File: src/rtl/cntarr_pkg.sv
package cntarr_pkg;
  localparam int unsigned REG_W   = 8;
  localparam int unsigned OVF_BIT = 7;
  localparam int unsigned RUN_BIT = 6;
  localparam int unsigned RSV_BIT = 5;
  localparam int unsigned MOD_MAX = 5;
endpackage

File: src/rtl/cntarr_sticky_bit.sv
module cntarr_sticky_bit #(
  parameter bit SW_SET = 1'b0  // 1: software may also set the flag
) (
  input  logic clk_i,
  input  logic rst_ni,
  input  logic hw_set_i,
  input  logic sw_we_i,
  input  logic sw_d_i,
  output logic q_o
);
  generate
    if (SW_SET) begin : g_sw_rw
      always_ff @(posedge clk_i or negedge rst_ni) begin
        if (!rst_ni)       q_o <= 1'b0;
        else if (hw_set_i) q_o <= 1'b1;
        else if (sw_we_i)  q_o <= sw_d_i;
      end
    end else begin : g_sw_clr
      always_ff @(posedge clk_i or negedge rst_ni) begin
        if (!rst_ni)                  q_o <= 1'b0;
        else if (hw_set_i)            q_o <= 1'b1;
        else if (sw_we_i && !sw_d_i)  q_o <= 1'b0;
      end
    end
  endgenerate


  hw_set_chk: assert property (@(posedge clk_i) disable iff (!rst_ni)
    hw_set_i |=> q_o);


  hold_chk: assert property (@(posedge clk_i) disable iff (!rst_ni)
    (q_o && !(sw_we_i && !sw_d_i)) |=> q_o);
endmodule

File: src/rtl/cntarr_store_bit.sv
module cntarr_store_bit (
  input  logic clk_i,
  input  logic rst_ni,
  input  logic we_i,
  input  logic d_i,
  output logic q_o
);
  always_ff @(posedge clk_i or negedge rst_ni) begin
    if (!rst_ni)   q_o <= 1'b0;
    else if (we_i) q_o <= d_i;
  end
endmodule

File: src/rtl/cntarr_irq_merge.sv
module cntarr_irq_merge #(
  parameter int unsigned NUM_MOD = 5
) (
  input  logic               ovf_i,
  input  logic               ovf_ie_i,
  input  logic [NUM_MOD-1:0] mod_i,
  output logic               irq_o
);
  always_comb irq_o = (ovf_i & ovf_ie_i) | (|mod_i);
endmodule

File: src/rtl/cntarr_ctrl_reg.sv
module cntarr_ctrl_reg
  import cntarr_pkg::*;
#(
  parameter int unsigned NUM_MOD  = 5,
  parameter logic [7:0]  REG_ADDR = 8'hD8
) (
  input  logic               clk_i,
  input  logic               rst_ni,
  input  logic [7:0]         addr_i,
  input  logic               we_i,
  input  logic [REG_W-1:0]   wdata_i,
  input  logic               rollover_i,
  input  logic [NUM_MOD-1:0] evt_i,
  input  logic               ovf_ie_i,
  output logic [REG_W-1:0]   rdata_o,
  output logic               run_o,
  output logic               irq_o
);
  logic               wr_sel;
  logic               ovf_q;
  logic               run_q;
  logic               rsv_q;
  logic [NUM_MOD-1:0] mod_q;

  assign wr_sel = we_i && (addr_i == REG_ADDR);

  for (genvar n = 0; n < NUM_MOD; n++) begin : g_mod
    cntarr_sticky_bit #(.SW_SET(1'b0)) i_flag (
      .clk_i, .rst_ni,
      .hw_set_i (evt_i[n]),
      .sw_we_i  (wr_sel),
      .sw_d_i   (wdata_i[n]),
      .q_o      (mod_q[n])
    );
  end

  cntarr_sticky_bit #(.SW_SET(1'b1)) i_ovf (
    .clk_i, .rst_ni,
    .hw_set_i (rollover_i),
    .sw_we_i  (wr_sel),
    .sw_d_i   (wdata_i[OVF_BIT]),
    .q_o      (ovf_q)
  );

  cntarr_store_bit i_run (
    .clk_i, .rst_ni, .we_i(wr_sel), .d_i(wdata_i[RUN_BIT]), .q_o(run_q)
  );

  cntarr_store_bit i_rsv (
    .clk_i, .rst_ni, .we_i(wr_sel), .d_i(wdata_i[RSV_BIT]), .q_o(rsv_q)
  );

  cntarr_irq_merge #(.NUM_MOD(NUM_MOD)) i_irq (
    .ovf_i(ovf_q), .ovf_ie_i, .mod_i(mod_q), .irq_o
  );

  always_comb begin
    rdata_o                = '0;
    rdata_o[NUM_MOD-1:0]   = mod_q;
    rdata_o[RSV_BIT]       = rsv_q;
    rdata_o[RUN_BIT]       = run_q;
    rdata_o[OVF_BIT]       = ovf_q;
  end

  assign run_o = run_q;

  initial begin
    num_mod_chk: assert (NUM_MOD >= 1 && NUM_MOD <= MOD_MAX);
  end


  run_hold_chk: assert property (@(posedge clk_i) disable iff (!rst_ni)
    !wr_sel |=> $stable(run_o));


  idle_hold_chk: assert property (@(posedge clk_i) disable iff (!rst_ni)
    (!wr_sel && !rollover_i && !(|evt_i)) |=> $stable(rdata_o));


  irq_mod_chk: assert property (@(posedge clk_i) disable iff (!rst_ni)
    (|mod_q) |-> irq_o);


  irq_idle_chk: assert property (@(posedge clk_i) disable iff (!rst_ni)
    (!ovf_q && !(|mod_q)) |-> !irq_o);
endmodule

File: config.mk
export PLATFORM = sky130hd
export DESIGN_NAME = cntarr_ctrl_reg
export DESIGN_NICKNAME = d
export VERILOG_FILES = /design/src/rtl/cntarr_pkg.sv /design/src/rtl/cntarr_sticky_bit.sv /design/src/rtl/cntarr_store_bit.sv /design/src/rtl/cntarr_irq_merge.sv /design/src/rtl/cntarr_ctrl_reg.sv
export SDC_FILE = /design/constraint.sdc
export NUM_CORES = 1
export LEC_CHECK = 0
export BUFFER_PORTS_ARGS = -buffer_cell sky130_fd_sc_hd__buf_4
export CAP_MARGIN = 20
export CORE_MARGIN = 5
export CORE_UTILIZATION = 25
export DETAILED_ROUTE_END_ITERATION = 10
export GPL_TIMING_DRIVEN = 0
export SETUP_SLACK_MARGIN = 0.5
export SKIP_CTS_REPAIR_TIMING = 1
export SYNTH_ARGS = -nofsm -noshare
export SYNTH_HDL_FRONTEND = slang
export SYNTH_HIERARCHICAL = 1
export SYNTH_SLANG_ARGS = --single-unit
export TNS_END_PERCENT = 20
File: constraint.sdc
create_clock -name clk_i -period 2.2 [get_ports clk_i]
set_input_delay 0.11 -clock clk_i [delete_from_list [all_inputs] [get_ports clk_i]]
set_output_delay 0.11 -clock clk_i [all_outputs]
set_load 0.02 [all_outputs]
; After elaboration in Yosys (flattened, before gate mapping)
; Cells that the tools add are included.
[word_totals]
ff_bits = 8
in_bits = 26
output_inout_bits = 10
word_cells = 41
[op_classes]
n_eq_ne = 1
n_mux = 12
bitwise_logic = 2
reduce_logical = 18
[ops]
columns = cell, count
row1 = $mux W1, 12
row2 = $reduce_bool A2 Y1, 6
row3 = $eq A8 B8 Y1 const B, 1
row4 = $logic_and A1 B1 Y1, 6
row5 = $logic_not A1 Y1, 5
row6 = $reduce_or A5 Y1, 1
row7 = $and A1 B1 Y1, 1
row8 = $or A1 B1 Y1, 1

; Depth between registers and ports, before layout
; Gate-level depths: netlist of the first run.
[depth]
ltp_word = 5
mapped_depth = 4
ltp_nobuf = 4

; By module
; The synthesis of the first run kept the hierarchy.
[modules_own_cells]
columns = mod, n_inst, cells_each, area_per_inst_um2, seq_area_each_um2
row1 = cntarr_sticky_bit (g_mod[0].i_flag ...), 5, 3, 38.8, 25.0
row2 = cntarr_store_bit, 2, 2, 40.0, 25.0
row3 = cntarr_ctrl_reg, 1, 6, 46.3, 0.0
row4 = cntarr_sticky_bit (i_ovf), 1, 3, 40.0, 25.0
row5 = cntarr_irq_merge, 1, 3, 21.3, 0.0

; Worst setup path after synthesis of the first run
; OpenSTA, ideal clock, no wires.
[synth_timing]
path_kind = input to register
from = input addr_i[1]
to = register i_ovf.q_o
setup_time_ns = 0.124
arrival_time_ns = 0.916
required_time_ns = 2.076
slack_ns = 1.160
path_stages = 4
path_buffers = 0
cell_sequence = nor3_1 and4bb_2 nor2b_1 a211o_1
[synth_via]
elab_chain_cells = 3
[synth_lines]
columns = element, line
row1 = "start, declared", cntarr_ctrl_reg.sv:9  ; input logic [7:0] addr_i,
row2 = $eq A8 B8 Y1, cntarr_ctrl_reg.sv:25  ; assign wr_sel = we_i && (addr_i == REG_ADDR);
row3 = $logic_and A1 B1 Y1, cntarr_ctrl_reg.sv:25
row4 = named net wr_sel, cntarr_ctrl_reg.sv:19  ; logic wr_sel;
row5 = $reduce_bool A2 Y1 (no line), -
row6 = "end signal, assigned", cntarr_sticky_bit.sv:16  ; else if (sw_we_i) q_o <= sw_d_i;
row7 = "end, declared", cntarr_sticky_bit.sv:9  ; output logic q_o
; The timed path passes the listed nets, and every way through them passes these cells.
; A chain may end at the register's enable or synchronous reset.

; Final worst setup path of the first run
[layout_timing]
from = register g_mod[3].i_flag.q_o
to = output irq_o
[layout_via]
elab_chain_cells = 2
[layout_lines]
columns = element, line
row1 = "start, declared", cntarr_sticky_bit.sv:9
row2 = "start signal, assigned", cntarr_sticky_bit.sv:20  ; if (!rst_ni) q_o <= 1'b0;
row3 = "start signal, assigned", cntarr_sticky_bit.sv:21  ; else if (hw_set_i) q_o <= 1'b1;
row4 = "start signal, assigned", cntarr_sticky_bit.sv:22  ; else if (sw_we_i && !sw_d_i) q_o <= 1'b0;
row5 = $reduce_or A5 Y1, cntarr_irq_merge.sv:9  ; always_comb irq_o = (ovf_i & ovf_ie_i) | (|mod_i);
row6 = $or A1 B1 Y1, cntarr_irq_merge.sv:9
row7 = "end, declared", cntarr_ctrl_reg.sv:17  ; output logic irq_o
; Every way passes these cells.

==> flow_summary.ini, run 1 <==
[final_layout]
layout_commonest_cell = buf_4
multiInputGateArea_sq_um = 159
fillers = 144
area_delta_synth_final_pct = 82.6
area.sequential_sq_um = 200
antenna_cells = 0
final_nets = 98
drive_above_1_share_pct = 64.3
layout_common_cells = 38 x buf_4, 8 x dfrtp_1, 5 x nand2b_1, 5 x a21o_1, 3 x clkbuf_4
fin_util_pct = 47.4

[clock_network]
cts.path.max_buffers = 2
cts-htree-levels = 1
clk_pin_slew_ns = 0.05
cts_sinks = 8
numCtsBuffers = 3
clk_latency_ns = 0.24
root_buffer = clkbuf_4
cts_tree = yes

[sta]
hold_viol = 0
worst_hold_slack_ns = 0.0381
fmax_mhz = 801
setup_tns_ns = 0
maxSlewViolCount = 0
slew_headroom_pct = 83.4
tightest_slew_ns = 0.250
setup_viol = 0
timing.final.crit_share_pct = 56.7
fin_skew_ns = 0
grt_setup_unrepaired = false
period_minus_slack_ns = 1.25
layout_setup_ws_ns = 0.952

[detailed_routing]
drc_errors = 0
ant_nets = 0
post_drt_wl_per_cell_microns = 12.3
detail_route.iter0.violations = 6
first_pass_iters = 2
vias_per_cell = 4.41
drt_wl_total_microns = 1060
num_vias = 379

[die]
start_util_pct = 25.9
io_pins = 36
dieWidth_microns = 49.1
die_area_sq_um = 2410
rows = 14
die_h_microns = 49.1
coreArea_sq_um = 1470

[synth]
syn-instance-count = 31
synth_fp_nets = 57
yosysWarnings = 6
synth.distinct_cells = 13
ys_seq_elements = 8
syn_area_per_cell_sq_um = 12.3
ys_seq_area_share_pct = 52.5
yosys-top-cells-area = dfrtp_1 52%, a21o_1 9.8%, nand2b_1 8.2%
synth_top_area_cell = dfrtp_1
yosysTopAreaCellShare_pct = 52.5
netlist_area_sq_um = 382

[power_and_ir_drop]
leakagePower_nw = 0.314
fin_total_pwr_uw = 310
powerDensity_nw_per_um2 = 445
ir_drop_v = 0.000218

[worst_hold_path]
min_path_cells = 2
min-delay-start = evt_i[1]
min_to = g_mod[1].i_flag/q_o
worstHoldPathType = input pin to flip-flop

[global_route]
grt_pass1_vias = 418
grt_overflow = 0
antenna_found_initial = 0
grt_start_max_net_pins = 10
grt_pass1_wl_microns = 1900
grt_use_total_pct = 9.98

[setup_path]
reg2reg_to = i_ovf/q_o
crit_type = flip-flop to output port
reg2reg_slack_ns = 1.31
ff2ff_path_depth = 2
crit_fanout = 3
crit_path_end_kind = output port
worstPathArrival_ns = 1.14
r2r_start = i_ovf/q_o
start_kind = flip-flop
critPathRequiredTime_ns = 2.09

[run]
maxCapViolations = 0

[run_status]
status = complete, no violations

[place]
io_buffers = 35
gp_congestion = 0.638
place_ws_ns = 0.920
==> registers in the layout, summed over array words and instances, names as in the netlist <==
name	cells
g_mod.i_flag/q_o	5
i_ovf/q_o	1
i_rsv/q_o	1
i_run/q_o	1
==> per-layer routing <==
metal / part of all wire [%] / routed length, microns / global-route usage [%] / up-vias
li1: - / - / - / 189
met1: 40 / 419 / 11.2 / 167
met2: 47 / 499 / 15.0 / 23
met3: 13 / 139 / 6.12 / 0
met4: 0 / 0 / 4.04 / 0
met5: 0 / 0 / 0 / -
==> report_power, final <==
group          internal [mW]  total, mW  switching (mW)
clock                 0.0621      0.107          0.0445
sequential             0.149      0.150         0.00113
combinational         0.0387     0.0531          0.0143
==> cell usage after synthesis <==
cell	instances
dfrtp_1	8
a21oi_1	1
nor4_2	1
buf_4	3
mux2_4	2
nor3_1	1
nor2b_1	1
nand4_1	1
nand2_1	1
and4bb_2	1
a211o_1	1
nand2b_1	5
a21o_1	5
==> critical path: stages, from the launching register on <==
cell and delay (ns):
dfrtp_1 0.40, nor4_2 0.26, nand2_1 0.07, buf_4 0.16
==> worst max path at each step <==
| stage | start | endpoint | slack [ns] | depth (start not counted) |
|---|---|---|---|---|
| finish | g_mod[3].i_flag/q_o | irq_o | 0.95 | 3 |
| global route | g_mod[3].i_flag/q_o | irq_o | 0.86 | 3 |
| CTS | g_mod[3].i_flag/q_o | irq_o | 0.93 | 3 |
| detailed placement | addr_i[1] | i_ovf/q_o | 0.92 | 5 |
| global placement | addr_i[1] | i_ovf/q_o | 0.94 | 5 |
| floorplan | addr_i[1] | i_ovf/q_o | 1.16 | 4 |
==> metrics by stage <==
stage | cell area [sq um] | std cells
2_1_floorplan | 382 | 31
3_3_place_gp | 664 | 82
3_5_place_dp | 664 | 82
4_1_cts | 687 | 85
5_1_grt | 697 | 86
6_report | 697 | 86
==> cell type report <==
class / count / share of cell area (%)
clock buffer: 3 / 3.23
buffer: 3 / 3.23
multi-input combinational: 20 / 22.8
tap: 16 / 2.87
sequential: 8 / 28.7
timing repair buffer: 36 / 39.1
==> kinds of logic after synthesis <==
kind of cell | count (synthesis) | share of synthesized area [%]
simple gates | 11 | 20.3
flops | 8 | 52.5
compound gates | 7 | 13.4
buf+inv | 3 | 5.90
mux | 2 | 7.87
(Power assumes the default switching activity.)
==> inputs of run 2 (changes only) <==
--- a/config.mk
+++ b/config.mk
@@ -5,6 +5,7 @@
 export SDC_FILE = /design/constraint.sdc
 export NUM_CORES = 1
 export LEC_CHECK = 0
+export ABC_AREA = 1
 export BUFFER_PORTS_ARGS = -buffer_cell sky130_fd_sc_hd__buf_4
 export CAP_MARGIN = 20
 export CORE_MARGIN = 5
==> constraint.sdc (replaced) <==
create_clock -name clk_i -period 1.1 [get_ports clk_i]
set_input_delay 0.055 -clock clk_i [delete_from_list [all_inputs] [get_ports clk_i]]
set_output_delay 0.055 -clock clk_i [all_outputs]
set_load 0.02 [all_outputs]
==> run 2 against run 1 <==
  * The run now ends with hold timing, setup timing left
  * Synthesized area is 17% higher
  * Die area is 13% higher
  * First-iteration DRC count down 100%
  * Core utilization up 5.9 points
  * Largest power group unchanged
  * Sequential share of layout area down 6.3 points
  * Worst hold slack got worse by 0.077 ns
  * Critical path depth rose by 2
  * Synthesized cell count up 110%
  * Largest cell class unchanged
  * Final cell count grew 57%
  * Register-to-register slack worse by 0.95 ns
==> flow_summary.ini, run 2 <==
[detailed_routing]
drc_errors = 0
detail_route.iter0.violations = 0
num_vias = 506
vias_per_cell = 3.75
drt_wl_total_microns = 1240
ant_nets = 0
first_pass_iters = 1
post_drt_wl_per_cell_microns = 9.20

[synth]
ys_seq_elements = 8
synth_fp_nets = 92
synthFlopType = dfrtp_1
syn-instance-count = 66
syn_area_per_cell_sq_um = 6.75
synth_top_area_cell = dfrtp_1
netlist_area_sq_um = 445
synth.distinct_cells = 10
yosys-top-cells-area = dfrtp_1 45%, nand2_1 23%, inv_1 16%
synthArstFlopShare_pct = 100
yosysWarnings = 6
synth.most_common_cell = nand2_1
synthTopCellsByCount = 27 x nand2_1, 19 x inv_1, 8 x dfrtp_1
synth-edff-count = 0
yosysTopAreaCellShare_pct = 44.9
ys_seq_area_share_pct = 44.9

[die]
die_h_microns = 52.2
start_util_pct = 26.1
die_area_sq_um = 2730
dieWidth_microns = 52.2
io_pins = 36
rows = 15
coreArea_sq_um = 1710

[sta]
hold_viol = 8
timing.final.crit_share_pct = 102
setup_tns_ns = -0.0236
period_minus_slack_ns = 1.12
slew_headroom_pct = 80.4
setup_viol = 1
worst_hold_slack_ns = -0.0386
maxSlewViolCount = 0
fmax_mhz = 890
layout_setup_ws_ns = -0.0236
tightest_slew_ns = 0.293
grt_setup_unrepaired = true
fin_skew_ns = 0

[final_layout]
drive_above_1_share_pct = 54.5
layout_commonest_cell = buf_4
area.sequential_sq_um = 204
antenna_cells = 0
fillers = 166
finalInstanceArea_sq_um = 910
final_nets = 137
regMostFlops = g_mod.i_flag/q_o
largest_register_ffs = 5
layout_common_cells = 26 x buf_4, 22 x nand2_1, 18 x inv_1, 16 x buf_6, 6 x nand2_2
multiInputGateArea_sq_um = 189
area_delta_synth_final_pct = 104
fin_util_pct = 53.3

[setup_path]
crit_slowest_cell = dfrtp_2
crit_fanout = 3
reg2reg_to = i_ovf/q_o
crit_path_end_kind = output port
critical_path.endpoint = irq_o
ff2ff_path_depth = 3
reg2reg_slack_ns = 0.36
crit_type = flip-flop to output port
start_kind = flip-flop
crit_start = g_mod[1].i_flag/q_o
worstPathCellList = inv_1, nand2_1, nor2_1, nand2_2, buf_6
worstPathArrival_ns = 1.07
critPathRequiredTime_ns = 1.04
cp_slowest_stage_delay_ns = 0.42
r2r_start = i_ovf/q_o

[clock_network]
numCtsBuffers = 3
cts_sinks = 8
cts.path.max_buffers = 2
cts_tree = yes
clk_pin_slew_ns = 0.06
clk_latency_ns = 0.25
root_buffer = clkbuf_4
cts-htree-levels = 1

[global_route]
antenna_found_initial = 0
grt_start_max_net_pins = 12
grt_use_total_pct = 8.29
grt_pass1_wl_microns = 1590
grt_overflow = 0
grt_pass1_vias = 369

[place]
io_buffers = 35
place_ws_ns = 0.139
gp_congestion = 0.684
place_area_sq_um = 753
place_hpwl_microns = 929

[power_and_ir_drop]
fin_total_pwr_uw = 680
powerDensity_nw_per_um2 = 747
leakagePower_nw = 0.503
ir_drop_v = 0.000705

[run_status]
status = complete, but fails checks
violations = hold timing, setup timing

[worst_hold_path]
worstHoldPathType = input pin to flip-flop

[run]
maxCapViolations = 0
-- run 2: area by class of cell --
| class | instances | area share (%) |
|---|---|---|
| clock buffer | 4 | 2.89 |
| multi-input combinational | 36 | 20.8 |
| tap | 25 | 3.44 |
| inverter | 19 | 8.12 |
| buffer | 3 | 3.71 |
| timing repair buffer | 40 | 38.7 |
| sequential | 8 | 22.4 |
-- run 2: worst min path at each step --
| stage | start | cells after the start | endpoint |
|---|---|---|---|
| 6_report | evt_i[3] | 3 | g_mod[3].i_flag/q_o |
| 2_1_floorplan | rst_ni | 0 | g_mod[0].i_flag/q_o |
| 5_1_grt | evt_i[3] | 3 | g_mod[3].i_flag/q_o |
| 3_3_place_gp | rst_ni | 1 | i_run/q_o |
| 3_5_place_dp | rst_ni | 1 | g_mod[1].i_flag/q_o |
| 4_1_cts | rst_ni | 1 | g_mod[1].i_flag/q_o |
-- run 2: logic make-up after synthesis --
kind of cell  count (synthesis)  share of synthesized area, %
flops                         8                          44.9
buf+inv                      22                          21.1
simple gates                 36                          34.0
-- run 2: critical path: cells and delay by family, from the launching register on --
kind | cells | cell delay, ns
buffers and inverters | 2 | 0.19
AND/OR/NAND/NOR | 3 | 0.21
flip-flops | 1 | 0.42
-- run 2: where the power goes --
part	internal [mW]	total (mW)	switching [mW]
Clock	0.139	0.245	0.106
Combinational	0.0882	0.134	0.0453
Sequential	0.298	0.302	0.00340
Total	0.526	0.680	0.154
-- run 2: per-stage QoR --
stage / hold slack (ns) / instances
2_1_floorplan: -0.241 / 66
3_3_place_gp: -0.120 / 126
3_5_place_dp: -0.116 / 126
4_1_cts: -0.409 / 130
5_1_grt: -0.0405 / 135
6_report: -0.0386 / 135
-- run 2: metal layers --
metal,up-vias,wire (microns),track usage (%)
li1,268,-,-
met1,223,444,9.12
met2,15,708,13.6
met3,0,89,4.56
met4,0,0,2.55
met5,-,0,0
